## src/rtl/fault_cls_pkg.sv

```systemverilog
package fault_cls_pkg;

    localparam int CODE_W   = 8;
    localparam int STATUS_W = 4;
    localparam int MEMF_W   = 6;
    localparam int CTRL_W   = 16;

    // status field bit positions
    localparam int ST_STACK  = 3;
    localparam int ST_CSPAR  = 2;
    localparam int ST_REGPAR = 1;
    localparam int ST_MEM    = 0;

    // memory flag bit positions
    localparam int MF_MC1A   = 0;
    localparam int MF_MC1B   = 1;
    localparam int MF_MC2A   = 2;
    localparam int MF_MC2B   = 3;
    localparam int MF_OOB    = 4;
    localparam int MF_BUSPAR = 5;

    // control word bit positions
    localparam int CB_NOTIFY       = 15;
    localparam int CB_BREAK        = 3;
    localparam int CB_BUSPAR_FATAL = 2;

    // crash codes
    localparam logic [CODE_W-1:0] CODE_BRK      = 8'h10;
    localparam logic [CODE_W-1:0] CODE_PAR_BASE = 8'h20;
    localparam logic [CODE_W-1:0] CODE_STACK    = 8'h30;
    localparam logic [CODE_W-1:0] CODE_OOB      = 8'h40;
    localparam logic [CODE_W-1:0] CODE_BUSPAR   = 8'h48;
    localparam logic [CODE_W-1:0] CODE_MC2BOTH  = 8'h50;
    localparam logic [CODE_W-1:0] CODE_MC2      = 8'h58;
    localparam logic [CODE_W-1:0] CODE_MC1      = 8'h60;
    localparam logic [CODE_W-1:0] CODE_MCNONE   = 8'h68;

    typedef enum logic [1:0] {
        ACT_NOTIFY = 2'd0,
        ACT_RESUME = 2'd1,
        ACT_BREAK  = 2'd2,
        ACT_CRASH  = 2'd3
    } act_e;

    typedef enum logic [1:0] {
        OFS_NONE  = 2'd0,
        OFS_CTASK = 2'd1,
        OFS_PTASK = 2'd2
    } ofs_e;

    typedef struct packed {
        act_e              act;
        logic [CODE_W-1:0] code;
        ofs_e              ofs;
        logic              clr_mem;
    } verdict_t;

    typedef struct packed {
        logic [STATUS_W-1:0] status;
        logic [MEMF_W-1:0]   memf;
        logic                notify_en;
        logic                break_en;
        logic                buspar_fatal;
    } fault_snap_t;

    function automatic verdict_t mk_verdict(act_e a, logic [CODE_W-1:0] c,
                                            ofs_e o, logic r);
        verdict_t v;
        v.act     = a;
        v.code    = c;
        v.ofs     = o;
        v.clr_mem = r;
        return v;
    endfunction

    // trap-or-die choice shared by several fault kinds
    function automatic verdict_t trap_or_crash(logic notify, logic [CODE_W-1:0] c,
                                               ofs_e o, logic r);
        if (notify)
            return mk_verdict(ACT_NOTIFY, '0, OFS_NONE, r);
        return mk_verdict(ACT_CRASH, c, o, r);
    endfunction

endpackage

```

## src/rtl/fault_mem_decode.sv

```systemverilog
module fault_mem_decode
    import fault_cls_pkg::*;
(
    input  logic [MEMF_W-1:0] memf,
    input  logic              notify_en,
    input  logic              buspar_fatal,
    output verdict_t          verdict
);
    logic mc2_both, mc2_any, mc1_any;

    assign mc2_both = memf[MF_MC2A] & memf[MF_MC2B];
    assign mc2_any  = memf[MF_MC2A] | memf[MF_MC2B];
    assign mc1_any  = memf[MF_MC1A] | memf[MF_MC1B];

    // priority: bus parity, out-of-bounds, MC2 pair, single MC2, MC1, none
    always_comb begin
        if (memf[MF_BUSPAR]) begin
            if (buspar_fatal)
                verdict = mk_verdict(ACT_CRASH, CODE_BUSPAR, OFS_CTASK, 1'b1);
            else
                verdict = mk_verdict(ACT_RESUME, '0, OFS_NONE, 1'b1);
        end else if (memf[MF_OOB]) begin
            verdict = trap_or_crash(notify_en, CODE_OOB, OFS_CTASK, 1'b0);
        end else if (mc2_both) begin
            verdict = mk_verdict(ACT_CRASH, CODE_MC2BOTH, OFS_NONE, 1'b0);
        end else if (mc2_any) begin
            verdict = mk_verdict(ACT_CRASH, CODE_MC2, OFS_PTASK, 1'b1);
        end else if (mc1_any) begin
            verdict = trap_or_crash(notify_en, CODE_MC1, OFS_PTASK, 1'b1);
        end else begin
            verdict = mk_verdict(ACT_CRASH, CODE_MCNONE, OFS_NONE, 1'b0);
        end
    end
endmodule

```

## src/rtl/fault_status_decode.sv

```systemverilog
module fault_status_decode
    import fault_cls_pkg::*;
(
    input  logic [STATUS_W-1:0] status,
    input  logic                notify_en,
    input  verdict_t            mem_verdict,
    output verdict_t            verdict
);
    localparam logic [STATUS_W-1:0] MEM_ONLY = STATUS_W'(1) << ST_MEM;

    logic parity_hit;
    assign parity_hit = status[ST_CSPAR] | status[ST_REGPAR];

    always_comb begin
        if (status == MEM_ONLY) begin
            // time-critical path: memory error with nothing else pending
            verdict = mem_verdict;
        end else if (status == '0) begin
            verdict = mk_verdict(ACT_BREAK, CODE_BRK, OFS_CTASK, 1'b0);
        end else if (parity_hit) begin
            verdict = mk_verdict(ACT_CRASH, CODE_PAR_BASE + CODE_W'(status),
                                 OFS_NONE, 1'b0);
        end else begin
            // only the stack bit remains (possibly with a memory error)
            verdict = trap_or_crash(notify_en, CODE_STACK, OFS_NONE, 1'b1);
        end
    end
endmodule

```

## src/rtl/fault_break_override.sv

```systemverilog
module fault_break_override
    import fault_cls_pkg::*;
(
    input  verdict_t raw,
    input  logic     break_en,
    output verdict_t final_v,
    output logic     will_halt
);
    always_comb begin
        final_v = raw;
        if (raw.act == ACT_CRASH && break_en)
            final_v.act = ACT_BREAK;
    end
    assign will_halt = (final_v.act == ACT_CRASH);
endmodule

```

## src/rtl/fault_classifier.sv

```systemverilog
module fault_classifier
    import fault_cls_pkg::*;
(
    input  logic        clk,
    input  logic        rst,
    input  logic        req_valid,
    input  logic [3:0]  status,
    input  logic [5:0]  mem_flags,
    input  logic [15:0] ctrl,
    output logic        ready,
    output logic        out_valid,
    output logic [1:0]  action,
    output logic [7:0]  crash_code,
    output logic [1:0]  code_offset,
    output logic        mem_err_reset,
    output logic        halted,
    output logic [7:0]  panel_code
);
    typedef enum logic [1:0] {S_IDLE, S_EVAL, S_HALT} state_e;

    state_e      state;
    fault_snap_t snap;
    verdict_t    mem_v, stat_v, fin_v, res_q;
    logic        will_halt;
    logic        accept;

    logic unused_ctrl_bits;
    assign unused_ctrl_bits = ^{ctrl[14:4], ctrl[1:0]};

    assign ready  = (state == S_IDLE);
    assign halted = (state == S_HALT);
    assign accept = ready && req_valid;

    fault_mem_decode u_mem (
        .memf        (snap.memf),
        .notify_en   (snap.notify_en),
        .buspar_fatal(snap.buspar_fatal),
        .verdict     (mem_v)
    );

    fault_status_decode u_stat (
        .status     (snap.status),
        .notify_en  (snap.notify_en),
        .mem_verdict(mem_v),
        .verdict    (stat_v)
    );

    fault_break_override u_brk (
        .raw      (stat_v),
        .break_en (snap.break_en),
        .final_v  (fin_v),
        .will_halt(will_halt)
    );

    always_ff @(posedge clk) begin
        if (rst) begin
            state         <= S_IDLE;
            snap          <= '0;
            res_q         <= '0;
            out_valid     <= 1'b0;
            mem_err_reset <= 1'b0;
            panel_code    <= '0;
        end else begin
            out_valid     <= 1'b0;
            mem_err_reset <= 1'b0;
            unique case (state)
                S_IDLE: if (accept) begin
                    snap.status       <= status;
                    snap.memf         <= mem_flags;
                    snap.notify_en    <= ctrl[CB_NOTIFY];
                    snap.break_en     <= ctrl[CB_BREAK];
                    snap.buspar_fatal <= ctrl[CB_BUSPAR_FATAL];
                    state             <= S_EVAL;
                end
                S_EVAL: begin
                    res_q         <= fin_v;
                    out_valid     <= 1'b1;
                    mem_err_reset <= fin_v.clr_mem;
                    if (will_halt) begin
                        panel_code <= fin_v.code;
                        state      <= S_HALT;
                    end else begin
                        state      <= S_IDLE;
                    end
                end
                S_HALT: state <= S_HALT;
                default: state <= S_IDLE;
            endcase
        end
    end

    assign action      = res_q.act;
    assign crash_code  = res_q.code;
    assign code_offset = res_q.ofs;

    AST_ONE_CYCLE_STROBE: assert property (@(posedge clk) disable iff (rst)
        out_valid |=> !out_valid);
    AST_STROBE_AFTER_ACCEPT: assert property (@(posedge clk) disable iff (rst)
        out_valid |-> $past(accept, 2));
    AST_RESET_PULSE_IN_STROBE: assert property (@(posedge clk) disable iff (rst)
        mem_err_reset |-> out_valid);
    AST_BREAK_NEVER_CRASH: assert property (@(posedge clk) disable iff (rst)
        (out_valid && snap.break_en) |-> (action != ACT_CRASH));
    AST_CRASH_HALTS: assert property (@(posedge clk) disable iff (rst)
        (out_valid && action == ACT_CRASH) |-> (halted && panel_code == crash_code));
    AST_HALT_STICKY: assert property (@(posedge clk) disable iff (rst)
        halted |=> (halted && !out_valid && $stable(panel_code)));
endmodule

```

## config.mk

```make
export PLATFORM = sky130hd
export DESIGN_NAME = fault_classifier
export DESIGN_NICKNAME = d
export VERILOG_FILES = /design/src/rtl/fault_cls_pkg.sv /design/src/rtl/fault_mem_decode.sv /design/src/rtl/fault_status_decode.sv /design/src/rtl/fault_break_override.sv /design/src/rtl/fault_classifier.sv
export SDC_FILE = /design/constraint.sdc
export NUM_CORES = 1
export LEC_CHECK = 0
export ABC_CLOCK_PERIOD_IN_PS = 5400
export CORE_AREA = 3 3 81 83
export DETAILED_ROUTE_END_ITERATION = 10
export DIE_AREA = 0 0 84 86
export HOLD_SLACK_MARGIN = 0.02
export PLACE_DENSITY = 0.59
export SETUP_SLACK_MARGIN = 0.02
export SLEW_MARGIN = 20
export SYNTH_ARGS = -nofsm -noshare
export SYNTH_HDL_FRONTEND = slang
export SYNTH_HIERARCHICAL = 1
export SYNTH_SLANG_ARGS = --single-unit
```

## constraint.sdc

```tcl
create_clock -name clk -period 5.4 [get_ports clk]
set_input_delay 0.81 -clock clk [delete_from_list [all_inputs] [get_ports clk]]
set_output_delay 0.81 -clock clk [all_outputs]
set_load 0.02 [all_outputs]
```

==> Word level (Yosys, flattened, before mapping) <==
Cells that the tools add are included.
Widths: inputs -> output; s select.
{ "op_classes": {"muxes": 30, "eq_ne": 6, "add_sub_neg": 1, "reduce_logical": 7, "bitwise_logic": 5} }
{ "ops": {"columns": ["operator", "n"], "rows": [
  ["$mux 13", 14],
  ["$mux 1", 12],
  ["$add 6x4->7 const A", 1],
  ["$eq 2x2->1 const B", 3],
  ["$mux 2", 3],
  ["$pmux 2 s3", 1],
  ["$eq 4x1->1 const B", 1],
  ["$logic_not 4->1", 1],
  ["$reduce_and 2->1", 2],
  ["$or 1x1->1", 3],
  ["$eq 2x1->1 const B", 1],
  ["$logic_and 1x1->1", 2],
  ["$logic_not 2->1", 1],
  ["$ne 2x1->1 const B", 1],
  ["$reduce_or 2->1", 1],
  ["$and 1x1->1", 1],
  ["$not 1->1", 1]
]} }
{ "word_totals": {"reg_bits": 37, "output_inout_bits": 24, "wordCells": 61, "inputBits": 29} }

==> Logic depth before layout (Yosys ltp) <==
Gate-level depths: netlist of run 1.
{ "logic_depth": {"word_depth": 19, "depth_mapped": 12, "mapped_depth_nobuf": 9} }

==> Modules after synthesis <==
Netlist of run 1, hierarchy kept.
{ "by_module_without_submodules": {"columns": ["module", "n_inst", "cells_per_inst", "area_per_inst_um2", "seq_area_each_um2"], "rows": [
  ["fault_classifier", 1, 143, 1296.2, 740.7],
  ["fault_status_decode", 1, 27, 190.2, 0.0],
  ["fault_mem_decode", 1, 29, 181.4, 0.0],
  ["fault_break_override", 1, 14, 103.8, 0.0]
]} }

==> Worst setup path after synthesis of run 1 <==
Ideal clock, no wire load.
{ "synth_timing": {"path_type": "reg2reg", "from": "reg snap[8] (netlist name)", "to": "reg state[1]", "stages_incl_launch_ff": 13, "setup_slack_ps": 3543, "t_arrival_ps": 1729, "n_path_buf": 3, "setup_ps": 128, "required_ps": 5272, "period_less_slack_ps": 1857, "cell_sequence": "dfxtp_1 > buf_6 > nor2_1 > a21oi_1 > o31ai_2 > buf_4 > nor3b_1 > o21ai_1 > and3b_2 > and3b_1 > buf_2 > nor2_1 > nor2_1"} }
{ "synth_rtl": {"columns": ["item", "line", "rtl"], "rows": [
  ["end signal: assignment", "fault_classifier.sv:57", "state <= S_IDLE;"],
  ["end signal: assignment", "fault_classifier.sv:73", "state <= S_EVAL;"],
  ["end signal: assignment", "fault_classifier.sv:81", "state <= S_HALT;"],
  ["end: declaration", "fault_classifier.sv:21", "state_e state;"]
]} }

==> Worst setup path in the final report of run 1 <==
{ "layout_timing": {"from": "reg state[1]", "to": "out halted"} }
{ "layout_between": {"elab_chain_cells": 1} }
{ "layout_lines": {"columns": ["item", "line", "rtl"], "rows": [
  ["$eq 2x2->1", "fault_classifier.sv:31", "assign halted = (state == S_HALT);"],
  ["end: declaration", "fault_classifier.sv:16", "output logic halted,"]
]} }
No other way between the ends.

==> summary.log, run 1 <==
INFO  status         status=complete, no violations
INFO  timing         final.min_clock_period=2.39ns
INFO  global_routing grt_busiest_layer=met2
INFO  hold_path      hold_depth=2
INFO  clock_tree     clock_sinks=37
INFO  power          power.static_leakage=0.808nW
INFO  global_routing track_usage=11.3%
INFO  yosys          synthDistinctLibCells=40
INFO  clock_tree     cts_tree=done
INFO  layout         final_layout_size_suffix_gt1_share=7.20%
INFO  yosys          post-synth-top-area-fraction=41.8%
INFO  place          dpl_cell_area=0.00209mm2
INFO  critical_path  reg2reg_depth=9
INFO  clock_tree     h-tree-depth=2
INFO  timing         setup_tns=0ns
INFO  clock_tree     postCtsSetupRepairBufs=0
INFO  layout         layout.filler_cells=629
INFO  timing         layout_setup_ws=3.01ns
INFO  routing        drc=0
INFO  power          finalPower=0.605mW
INFO  hold_path      hold_path_end=crash_code[5]
INFO  place          gpl.final_weighted_congestion=0.735
INFO  timing         hold_violations=0
INFO  critical_path  required=4.59ns
INFO  clock_tree     postCtsHoldBufs=0
INFO  critical_path  r2r_end=panel_code[0]
INFO  place          placedCellCount=304
INFO  place          dp_worst_setup_slack=2.91ns
INFO  power          vdd.ir_drop.worst=110uV
INFO  layout         antennaDiodeCount=0
INFO  clock_tree     cts_made_buffers=5
INFO  hold_path      holdCritPathClass=reg2reg
INFO  clock_tree     cts.clk_slew.worst_paths=0.07ns
INFO  routing        vias=1389
INFO  timing         maxSlewHeadroom=41.3%
INFO  clock_tree     clk-insertion-delay-late=0.28ns
INFO  floorplanning  core_area=0.00592mm2
INFO  global_routing first_global_vias=1321
INFO  layout         design.final.nets=265
INFO  place          port-buffer-count=39
INFO  critical_path  r2r_start=snap[8]
INFO  floorplanning  design.die.area=0.00722mm2
INFO  clock_tree     cts_root_buffer=clkbuf_8
INFO  critical_path  cp.arrival=1.58ns
INFO  critical_path  cp-start-kind=flop
INFO  global_routing groute.layer.met3.usage=3.07%
INFO  yosys          ys_seq_area_share=41.8%
INFO  job            drv_cap=0
INFO  global_routing grt_pass1_wl=6.51mm
INFO  routing        drt_wl_total=3.70mm
INFO  timing         least_margin_pin_slew=0.880ns
INFO  floorplanning  die_w=84um
INFO  global_routing overflow=0
INFO  global_routing grt_max_degree=37
INFO  yosys          synthesis.area_per_instance=8.32um2
INFO  routing        detailedRoute.firstPassIterationCount=4
INFO  clock_tree     post_cts_resize_count=0
INFO  timing         finalSetupViolCount=0
INFO  routing        final_antenna_net_count=0
INFO  routing        vias_per_cell=4.47
INFO  global_routing grt_util_met2=17.5%
INFO  power          powerDensity=278mW/mm2
INFO  global_routing antenna_found_initial=0
INFO  layout         syn2layout_area_growth=22.9%
INFO  yosys          synth_seq_cells=37
INFO  floorplanning  initial_core_util=29.9%
INFO  timing         fmax=418MHz
INFO  floorplanning  core.rowCount=28
INFO  place          dp.final_hpwl=2.71mm
INFO  layout         stdcell_area=0.00218mm2
INFO  critical_path  timing.critical_path.fanout_max=7
INFO  critical_path  critPathKind=reg2out
INFO  floorplanning  i_o_pin_cnt=53
INFO  critical_path  worst-r2r-setup-slack=3.34ns
INFO  yosys          netlist.top_cell.by_area=dfxtp_1
INFO  floorplanning  die_h=86um
INFO  timing         post-route-period-util=44.3%
INFO  yosys          yosysWarningCount=6
INFO  hold_path      worstHoldStart=crash_code[5]
INFO  yosys          synthesis.area=0.00177mm2
INFO  global_routing groute.layer.met1.usage=15.1%
INFO  timing         finalClockSkew=0.00806ns
INFO  yosys          synthTopCellsByArea=dfxtp_1 42%, nand2_1 9.3%, mux2i_1 7.3%
INFO  routing        drt_wl_cell=11.9um
INFO  critical_path  worstSetupEndpointType=primary output
INFO  clock_tree     cts_max_path_buffers=2
INFO  timing         drv_slew=0
INFO  timing         rsz0062_at_grt=no
INFO  yosys          netlist_instances=213
INFO  routing        dr.first_iter.drc_count=51
INFO  layout         final_cell_count_no_fill=311
INFO  layout         multi_input_gate_area_in_the_final_layout=843um2
INFO  layout         seq_area=741um2
-- worst max-delay path: stages (launching register included) --
cell and delay [ns]:
dfxtp_1 0.46, nor2b_1 0.21, clkdlybuf4s50_1 0.63
-- synthesized netlist by cell type --
| master | n |
|---|---|
| nor2_1 | 23 |
| nand3b_1 | 1 |
| nor2b_4 | 1 |
| nor3_2 | 1 |
| and3b_1 | 1 |
| a21boi_1 | 1 |
| or2_1 | 2 |
| nor2b_1 | 4 |
| nor4bb_1 | 1 |
| o21ai_1 | 3 |
| nor2_2 | 2 |
| mux2i_1 | 13 |
| conb_1 | 1 |
| buf_2 | 3 |
| a21o_1 | 1 |
| buf_8 | 1 |
| a31o_1 | 2 |
| clkbuf_1 | 4 |
| o21a_1 | 2 |
| o21ai_0 | 1 |
| nand2_1 | 44 |
| a21boi_0 | 1 |
| inv_1 | 3 |
| buf_1 | 1 |
| nor3b_4 | 1 |
| o31ai_2 | 1 |
| a221o_1 | 2 |
| and3_1 | 4 |
| and2_1 | 2 |
| a2111oi_2 | 1 |
| buf_4 | 17 |
| buf_6 | 1 |
| a21oi_1 | 22 |
| and3b_2 | 1 |
| a21oi_2 | 1 |
| nor3b_1 | 1 |
| nand2b_1 | 3 |
| a211oi_1 | 1 |
| nor3_1 | 1 |
| dfxtp_1 | 37 |
-- per-layer routing --
layer  vias to the layer above  wire length [um]
met5                         -                 0
met4                         0                20
met3                         2               199
met2                        32              1680
met1                       627              1800
li1                        728                 -
-- where the power goes --
group / switching (mW) / internal [mW]
Combinational: 0.0545 / 0.0533
Clock: 0.0939 / 0.101
Sequential: 0.0159 / 0.286
-- state kept, by name, indices dropped and copies added (netlist names) --
name           cells
out_valid          1
code_offset        2
crash_code         8
snap              13
mem_err_reset      1
state              2
action             2
panel_code         8
-- area by class of cell --
class	instances	area share (%)
repair buffers	40	18.3
inverters	3	0.517
well taps	75	4.31
multi-input cells	149	38.7
flip-flops and latches	37	34.0
clock buffers	6	3.79
clock inverters	1	0.345
-- how the worst max path moves through the flow --
stage	startpoint	end	slack, ns	cells after the start
6_report	state[1]	halted	3.01	2
5_1_grt	state[1]	halted	2.93	2
2_1_floorplan	snap[8]	state[1]	3.54	12
3_5_place_dp	req_valid	snap[9]	2.91	4
3_3_place_gp	req_valid	snap[11]	2.91	4
4_1_cts	state[1]	halted	2.97	2
-- layout by cell type, fill, tap and decap left out, types with 2 or more instances in the layout --
master and n:
a21oi_1 22, a221o_1 2, a31o_1 2, and2_1 2, and3_1 4, clkbuf_8 6, clkdlybuf4s50_1 39, conb_1 4
dfxtp_1 37, inv_1 3, mux2i_1 13, nand2_1 44, nand2b_1 3, nor2_1 23, nor2_2 2, nor2b_1 4
o21a_1 2, o21ai_1 3, or2_1 2
-- kinds of logic (layout without fill, tap and decap cells) --
kind of cell / after synthesis / after routing / share of synthesized area [%]
buf+inv: 30 / 50 / 11.2
other cells: 1 / 4 / 0.212
mux: 13 / 13 / 7.34
compound gates: 39 / 39 / 14.1
simple gates: 93 / 93 / 25.4
flops: 37 / 37 / 41.8
-- per-stage QoR --
stage	utilization [%]	hold slack (ns)
2_1_floorplan	-	0.468
3_3_place_gp	35.2	0.443
3_5_place_dp	35.2	0.447
4_1_cts	36.8	0.458
5_1_grt	36.8	0.481
6_report	36.8	0.454
Note: power is estimated with default switching activity, not from simulation.
==> run 2: changes to the inputs <==
--- a/config.mk
+++ b/config.mk
@@ -5,7 +5,7 @@
 export SDC_FILE = /design/constraint.sdc
 export NUM_CORES = 1
 export LEC_CHECK = 0
-export ABC_CLOCK_PERIOD_IN_PS = 5400
+export ABC_CLOCK_PERIOD_IN_PS = 2300
 export CORE_AREA = 3 3 81 83
 export DETAILED_ROUTE_END_ITERATION = 10
 export DIE_AREA = 0 0 84 86
==> constraint.sdc (replaced) <==
create_clock -name clk -period 2.3 [get_ports clk]
set_input_delay 0.345 -clock clk [delete_from_list [all_inputs] [get_ports clk]]
set_output_delay 0.345 -clock clk [all_outputs]
set_load 0.02 [all_outputs]
==> summary.log, run 2 (synthesized netlist as in run 1, its figures left out) <==
INFO  critical_path  slowest_delay=0.37ns [was 0.63 ns]
INFO  hold_path      worstHoldStart=crash_code[4] [was crash_code[5]]
INFO  critical_path  required=2.52ns [was 4.59 ns]
INFO  timing         rsz0062_at_grt=no [unchanged]
INFO  timing         maxSlewHeadroom=46.5% [was 41.3%]
INFO  clock_tree     cts_root_buffer=clkbuf_8 [unchanged]
INFO  place          dp.final_hpwl=2.73mm [was 2.71 mm]
INFO  timing         drv_slew=0 [unchanged]
INFO  critical_path  r2r_end=panel_code[4] [was panel_code[0]]
INFO  layout         multi_input_gate_area_in_the_final_layout=843um2 [unchanged]
INFO  critical_path  cp.arrival=2.25ns [was 1.58 ns]
INFO  layout         design.final.nets=266 [was 265]
INFO  clock_tree     cts_made_buffers=5 [unchanged]
INFO  routing        drt_wl_total=3.65mm [was 3.70 mm]
INFO  hold_path      holdCritPathClass=reg2reg [unchanged]
INFO  power          switching_fraction=27.6% [was 27.2%]
INFO  clock_tree     postCtsSetupRepairBufs=0 [unchanged]
INFO  layout         syn2layout_area_growth=23.7% [was 22.9%]
INFO  floorplanning  die_h=86um [unchanged]
INFO  timing         finalClockSkew=0.00363ns [was 0.00806 ns]
INFO  layout         final_layout_size_suffix_gt1_share=7.98% [was 7.20%]
INFO  layout         post_layout_utilization_of_the_core=37.0% [was 36.8%]
INFO  critical_path  cp_cell_sequence=nor2_2 > nor3_2 > o31ai_2 > nor3b_1 > o21ai_1 > and3b_2 > and3b_1 > nand2_1 > a21oi_1 [was nor2b_1 > clkdlybuf4s50_1]
INFO  layout         reg_with_most_ffs=snap [unchanged]
INFO  place          gpl.final_weighted_congestion=0.776 [was 0.735]
INFO  layout         seq_area=742um2 [was 741 um2]
INFO  critical_path  setup.worst_path.start=snap[4] [was state[1]]
INFO  floorplanning  initial_core_util=29.9% [unchanged]
INFO  critical_path  critPathKind=reg2reg [was reg2out]
INFO  global_routing overflow=0 [unchanged]
INFO  timing         finalSetupViolCount=0 [unchanged]
INFO  layout         final_cell_mix=44 x nand2_1, 39 x clkdlybuf4s50_1, 36 x dfxtp_1 [was 44 x nand2_1, 39 x clkdlybuf4s50_1, 37 x dfxtp_1]
INFO  routing        vias=1370 [was 1389]
INFO  place          placedCellCount=305 [was 304]
INFO  status         status=complete, no violations [unchanged]
INFO  routing        vias_per_cell=4.38 [was 4.47]
INFO  hold_path      hold_depth=2 [unchanged]
INFO  clock_tree     clock_sinks=37 [unchanged]
INFO  power          internal-power=1.01mW [was 0.440 mW]
INFO  global_routing antenna_found_initial=0 [unchanged]
INFO  clock_tree     h-tree-depth=2 [unchanged]
INFO  routing        drc=0 [unchanged]
INFO  global_routing track_usage=10.8% [was 11.3%]
INFO  global_routing grt_pass1_wl=6.17mm [was 6.51 mm]
INFO  layout         final_cell_count_no_fill=313 [was 311]
INFO  power          power.static_leakage=0.820nW [was 0.808 nW]
INFO  critical_path  cp-start-kind=flop [unchanged]
INFO  global_routing first_global_vias=1286 [was 1321]
INFO  power          comb_power_share=18.4% [was 17.8%]
INFO  power          vdd.ir_drop.worst=267uV [was 110 uV]
INFO  routing        detailedRoute.firstPassIterationCount=4 [unchanged]
INFO  timing         final.min_clock_period=2.03ns
INFO  floorplanning  core_area=0.00592mm2 [unchanged]
INFO  floorplanning  i_o_pin_cnt=53 [unchanged]
INFO  critical_path  reg2reg_depth=9 [unchanged]
INFO  timing         hold_violations=0 [unchanged]
INFO  clock_tree     cts_tree=done [unchanged]
INFO  clock_tree     cts.clk_slew.worst_paths=0.07ns [about the same]
INFO  power          clkPwrFrac=30.7% [was 32.2%]
INFO  clock_tree     clk-insertion-delay-late=0.28ns [about the same]
INFO  timing         least_margin_pin_slew=0.801ns [was 0.880 ns]
INFO  timing         post-route-period-util=88.3%
INFO  power          switchingPower=0.386mW [was 0.164 mW]
INFO  layout         layout.filler_cells=631 [was 629]
INFO  critical_path  cpMaxStageDelayCell=and3b_1 [was clkdlybuf4s50_1]
INFO  clock_tree     cts_max_path_buffers=2 [unchanged]
INFO  global_routing grt_max_degree=25 [was 37]
INFO  floorplanning  die_w=84um [unchanged]
INFO  critical_path  worstSetupEndpointType=flop [was primary output]
INFO  hold_path      hold_path_end=crash_code[4] [was crash_code[5]]
INFO  power          power_frac_seq=50.8% [was 50.0%]
INFO  routing        dr.first_iter.drc_count=50 [was 51]
INFO  routing        drt_wl_cell=11.7um [was 11.9 um]
INFO  critical_path  r2r_start=snap[4] [was snap[8]]
INFO  job            drv_cap=0 [unchanged]
INFO  floorplanning  design.die.area=0.00722mm2 [unchanged]
INFO  timing         fmax=492MHz
INFO  critical_path  worst-r2r-setup-slack=0.27ns [was 3.34 ns]
INFO  layout         layout.cells.most_common=nand2_1 [unchanged]
INFO  timing         setup_tns=0ns [unchanged]
INFO  place          port-buffer-count=39 [unchanged]
INFO  power          powerDensity=638mW/mm2 [was 278 mW/mm2]
INFO  layout         antennaDiodeCount=0 [unchanged]
INFO  critical_path  timing.critical_path.fanout_max=9 [was 7]
INFO  routing        final_antenna_net_count=0 [unchanged]
INFO  floorplanning  core.rowCount=28 [unchanged]
INFO  layout         largest_reg_flops=13 [unchanged]
## run 2: worst max-delay path by stage
stage	to	slack, ns	depth (start not counted)
after detailed placement	panel_code[4]	0.27	9
after global placement	panel_code[4]	0.33	9
after global routing	panel_code[4]	0.03	9
after CTS	panel_code[4]	0.25	9
after floorplan	state[1]	0.44	12
final	panel_code[4]	0.27	9
## run 2: worst max-delay path, delay by kind of cell, from the launching register on
family          cells  cell delay, ns
simple gates        6            1.02
flops               1            0.33
compound gates      3            0.61
## run 2: per-layer routing
metal | up-vias | global-route usage (%) | part of all wire, %
li1 | 736 | - | -
met1 | 598 | 14.0 | 51
met2 | 32 | 16.9 | 44
met3 | 4 | 3.46 | 4.8
met4 | 0 | 3.95 | 0.93
met5 | - | 0 | 0
## run 2: power by group through the flow
| stage | clock [mW] | sequential [mW] | combinational (mW) |
|---|---|---|---|
| 2_1_floorplan | 0 | 0.728 | 0.200 |
| 3_3_place_gp | 0 | 0.724 | 0.258 |
| 3_5_place_dp | 0 | 0.725 | 0.259 |
| 4_1_cts | 0.449 | 0.710 | 0.261 |
| 5_1_grt | 0.474 | 0.716 | 0.289 |
| 6_report | 0.429 | 0.710 | 0.258 |
## run 2: per-stage QoR
stage | power, mW | setup slack, ns | cell area [um2] | hold slack (ns)
2_1_floorplan | 0.928 | 0.443 | 1780 | 0.468
6_report | 1.40 | 0.269 | 2190 | 0.455
5_1_grt | 1.48 | 0.0289 | 2190 | 0.477
3_5_place_dp | 0.984 | 0.269 | 2110 | 0.448
3_3_place_gp | 0.982 | 0.333 | 2110 | 0.444
4_1_cts | 1.42 | 0.251 | 2190 | 0.458
## run 2: final cells by class
| class | instances | area share [%] |
|---|---|---|
| Clock buffer | 6 | 3.31 |
| Timing Repair Buffer | 41 | 19.1 |
| Inverter | 3 | 0.514 |
| Sequential cell | 37 | 33.9 |
| Tap cell | 75 | 4.28 |
| Multi-Input combinational cell | 149 | 38.5 |
| Clock inverter | 2 | 0.457 |
## run 2: repair_timing
action / in CTS / in global routing
gates resized for setup: 0 / 1
hold buffers: 0 / 0
setup endpoints to repair: 0 / 5
==> run 3: changes to the inputs <==
--- a/config.mk
+++ b/config.mk
@@ -6,14 +6,13 @@
 export NUM_CORES = 1
 export LEC_CHECK = 0
 export ABC_CLOCK_PERIOD_IN_PS = 2300
-export CORE_AREA = 3 3 81 83
+export CORE_AREA = 3 3 77 79
 export DETAILED_ROUTE_END_ITERATION = 10
-export DIE_AREA = 0 0 84 86
+export DIE_AREA = 0 0 80 82
 export HOLD_SLACK_MARGIN = 0.02
-export PLACE_DENSITY = 0.59
+export PLACE_DENSITY = 0.6
 export SETUP_SLACK_MARGIN = 0.02
 export SLEW_MARGIN = 20
 export SYNTH_ARGS = -nofsm -noshare
 export SYNTH_HDL_FRONTEND = slang
-export SYNTH_HIERARCHICAL = 1
 export SYNTH_SLANG_ARGS = --single-unit
==> summary.log, run 3 <==
INFO  yosys          synthTopCellsByArea=dfxtp_1 45%, nand2_1 9.3%, a21oi_1 8.6% [was dfxtp_1 42%, nand2_1 9.3%, mux2i_1 7.3%]
INFO  routing        wl_met2=1.68mm [was 1.59 mm]
INFO  floorplanning  i_o_pin_cnt=53 [unchanged]
INFO  yosys          netlist.top_cell.by_area=dfxtp_1 [unchanged]
INFO  floorplanning  die_h=82um [was 86 um]
INFO  power          finalPower=1.32mW [was 1.40 mW]
INFO  routing        met3_wirelength=173um [was 176 um]
INFO  yosys          synthesis.area_per_instance=8.18um2 [was 8.32 um2]
INFO  floorplanning  die_w=80um [was 84 um]
INFO  global_routing grt_max_degree=18 [was 25]
INFO  yosys          predominant_post_synthesis_flop_cell=dfxtp_1 [unchanged]
INFO  critical_path  cpLargestDelayFamily=compound AO/OA/AOI/OAI gates [was simple AND/OR/NAND/NOR gates]
INFO  layout         final_cell_count_no_fill=302 [was 313]
INFO  yosys          synth_async_sr_flop_share=0% [unchanged]
INFO  critical_path  cp_cell_sequence=or4b_4 > o211ai_2 > o21ai_2 > a211o_4 > mux2_4 [was nor2_2 > nor3_2 > o31ai_2 > nor3b_1 > o21ai_1 > and3b_2 > and3b_1 > nand2_1 > a21oi_1]
INFO  clock_tree     clock_sinks=35 [was 37]
INFO  timing         drv_slew=0 [unchanged]
INFO  layout         multi_input_gate_area_in_the_final_layout=805um2 [was 843 um2]
INFO  critical_path  slowest_delay=0.59ns [was 0.37 ns]
INFO  critical_path  critical_path_cell_count=5 [was 9]
INFO  layout         largest_reg_flops=13 [unchanged]
INFO  global_routing track_usage=11.5% [was 10.8%]
INFO  yosys          post-synth-top-area-fraction=44.6% [was 41.8%]
INFO  routing        drt_wl_cell=11.9um [was 11.7 um]
INFO  yosys          synth_edf_count=0 [unchanged]
INFO  clock_tree     cts_max_path_buffers=2 [unchanged]
INFO  clock_tree     postCtsHoldBufs=0 [unchanged]
INFO  floorplanning  core.rowCount=27 [was 28]
INFO  job            drv_cap=0 [unchanged]
INFO  layout         layout.cells.most_common=nand2_1 [unchanged]
INFO  critical_path  cp.arrival=2.22ns [was 2.25 ns]
INFO  global_routing overflow=0 [unchanged]
INFO  yosys          ys_seq_area_share=44.6% [was 41.8%]
INFO  status         status=complete, no violations [unchanged]
INFO  critical_path  critPathKind=reg2reg [unchanged]
INFO  layout         reg_with_most_ffs=snap [unchanged]
INFO  critical_path  reg2reg_depth=5 [was 9]
INFO  critical_path  cp-start-kind=flop [unchanged]
INFO  place          port-buffer-count=37 [was 39]
INFO  yosys          netlist_instances=192 [was 213]
INFO  routing        vias_per_cell=4.54 [was 4.38]
INFO  routing        dr.max_layer_used=met4 [unchanged]
INFO  yosys          yosysWarningCount=0 [was 6]
INFO  routing        vias=1372 [was 1370]
INFO  power          vdd.ir_drop.worst=273uV [was 267 uV]
INFO  global_routing first_global_vias=1242 [was 1286]
INFO  critical_path  required=2.47ns [was 2.52 ns]
INFO  hold_path      hold_depth=2 [unchanged]
INFO  timing         maxSlewHeadroom=56.6% [was 46.5%]
INFO  critical_path  timing.critical_path.buf_inv=0 [unchanged]
INFO  routing        dr.first_iter.drc_count=65 [was 50]
INFO  clock_tree     h-tree-depth=2 [unchanged]
INFO  floorplanning  initial_core_util=29.1% [was 29.9%]
INFO  hold_path      holdCritPathClass=reg2reg [unchanged]
INFO  layout         syn2layout_area_growth=33.8% [was 23.7%]
INFO  clock_tree     cts_root_buffer=clkbuf_8 [unchanged]
INFO  timing         least_margin_pin_slew=0.642ns [was 0.801 ns]
INFO  timing         fmax=487MHz [was 492 MHz]
INFO  timing         finalClockSkew=0.00288ns [was 0.00363 ns]
INFO  timing         rsz0062_at_grt=no [unchanged]
INFO  layout         seq_area=701um2 [was 742 um2]
INFO  routing        m1WireLength=1.71mm [was 1.85 mm]
INFO  clock_tree     cts_tree=done [unchanged]
INFO  layout         layout.filler_cells=565 [was 631]
INFO  global_routing antenna_found_initial=0 [unchanged]
INFO  place          dp.final_hpwl=2.78mm [was 2.73 mm]
INFO  yosys          synth_most_common_cell=nand2_1 [unchanged]
INFO  power          powerDensity=628mW/mm2 [was 638 mW/mm2]
INFO  global_routing grt_pass1_wl=5.83mm [was 6.17 mm]
INFO  timing         fin_worst_hold_slack=0.456ns [was 0.455 ns]
INFO  clock_tree     cts.clk_slew.worst_paths=0.06ns [was 0.07 ns]
INFO  routing        final_antenna_net_count=0 [unchanged]
INFO  critical_path  cpMaxStageDelayCell=or4b_4 [was and3b_1]
INFO  timing         post-route-period-util=89.2% [was 88.3%]
INFO  place          placedCellCount=296 [was 305]
INFO  floorplanning  core_area=0.00541mm2 [was 0.00592 mm2]
INFO  yosys          synth_commonest_cells=39 x nand2_1, 35 x dfxtp_1, 27 x a21oi_1, 19 x nor2_1, 9 x clkbuf_1 [was 44 x nand2_1, 37 x dfxtp_1, 23 x nor2_1, 22 x a21oi_1, 17 x buf_4]
INFO  routing        detailedRoute.firstPassIterationCount=4 [unchanged]
INFO  critical_path  worstSetupEndpointType=flop [unchanged]
INFO  layout         final_cell_mix=39 x nand2_1, 37 x clkdlybuf4s50_1, 35 x dfxtp_1 [was 44 x nand2_1, 39 x clkdlybuf4s50_1, 36 x dfxtp_1]
INFO  yosys          synthesis.area=0.00157mm2 [was 0.00177 mm2]
INFO  layout         antennaDiodeCount=0 [unchanged]
INFO  routing        drc=0 [unchanged]
INFO  place          gpl.final_weighted_congestion=0.884 [was 0.776]
INFO  yosys          synth_seq_cells=35 [was 37]
INFO  timing         setup_tns=0ns [unchanged]
INFO  layout         design.final.nets=260 [was 266]
INFO  timing         finalSetupViolCount=0 [unchanged]
INFO  layout         final_layout_size_suffix_gt1_share=10.4% [was 7.98%]
INFO  floorplanning  design.die.area=0.00656mm2 [was 0.00722 mm2]
INFO  power          power.static_leakage=0.761nW [was 0.820 nW]
INFO  timing         hold_violations=0 [unchanged]
INFO  critical_path  timing.critical_path.fanout_max=7 [was 9]
INFO  timing         final.min_clock_period=2.05ns [was 2.03 ns]
INFO  clock_tree     cts_made_buffers=5 [unchanged]
INFO  routing        drt_wl_total=3.60mm [was 3.65 mm]
INFO  clock_tree     clk-insertion-delay-late=0.27ns [was 0.28 ns]
INFO  layout         post_layout_utilization_of_the_core=38.9% [was 37.0%]
INFO  yosys          synthDistinctLibCells=37 [was 40]
[run 3: cell types whose count changed after synthesis, sizes merged, moves of 3 or more]
cell	before	now
buf	23	4
mux2i	13	4
nor2	25	19
clkbuf	4	9
a211oi	1	5
nand2b	3	8
nor4	0	3
nand2	44	39
a21oi	23	27
mux2	0	4
and3	4	0
[run 3: worst reg2reg max path, cell delays in order, from the launching register on]
cell and delay (ns):
dfxtp_1 0.37, or4b_4 0.59, o211ai_2 0.19, o21ai_2 0.13, a211o_4 0.37, mux2_4 0.30
[run 3: area by class of cell]
| type | count | area share [%] |
|---|---|---|
| Multi-Input combinational cell | 142 | 38.3 |
| Sequential cell | 35 | 33.3 |
| Timing Repair Buffer | 44 | 20.1 |
| Tap cell | 72 | 4.29 |
| Clock buffer | 6 | 3.45 |
| Inverter | 3 | 0.536 |
[run 3: repair_timing]
action	in CTS	in global routing
resized for setup	0	1
endpoints found under the setup margin	0	2
hold endpoints to repair	0	0
setup buffers	0	0
[run 3: routing by layer]
metal  vias to the layer above  global-route usage [%]
met5                         -                       0
met4                         0                    4.56
li1                        727                       -
met3                         4                    3.07
met1                       610                    14.9
met2                        31                    18.3
[run 3: path summary, 6_finish.rpt]
path         slack (ns)           start        endpoint
max                0.25        snap[10]   panel_code[4]
min                0.46  code_offset[1]  code_offset[1]
min reg2reg        0.46  code_offset[1]  code_offset[1]
max reg2reg        0.25        snap[10]   panel_code[4]
[run 3: logic make-up after synthesis]
group / Yosys count / share of synthesized area, %
simple gates: 87 / 25.8
buf+inv: 16 / 4.54
other cells: 1 / 0.239
compound gates: 45 / 18.9
mux: 8 / 5.89
flops: 35 / 44.6
[run 3: through the flow]
step / instance area [um2] / worst slack, ns
after global routing: 2100 / 0.134
after global placement: 2030 / 0.265
after CTS: 2100 / 0.250
after detailed placement: 2030 / 0.269
final: 2100 / 0.247
after floorplan: 1580 / 0.326
[run 3: power breakdown]
group          leakage, nW  internal, mW  switching (mW)
registers            0.286         0.639          0.0305
logic                0.438         0.121           0.143
clock network       0.0371         0.201           0.186
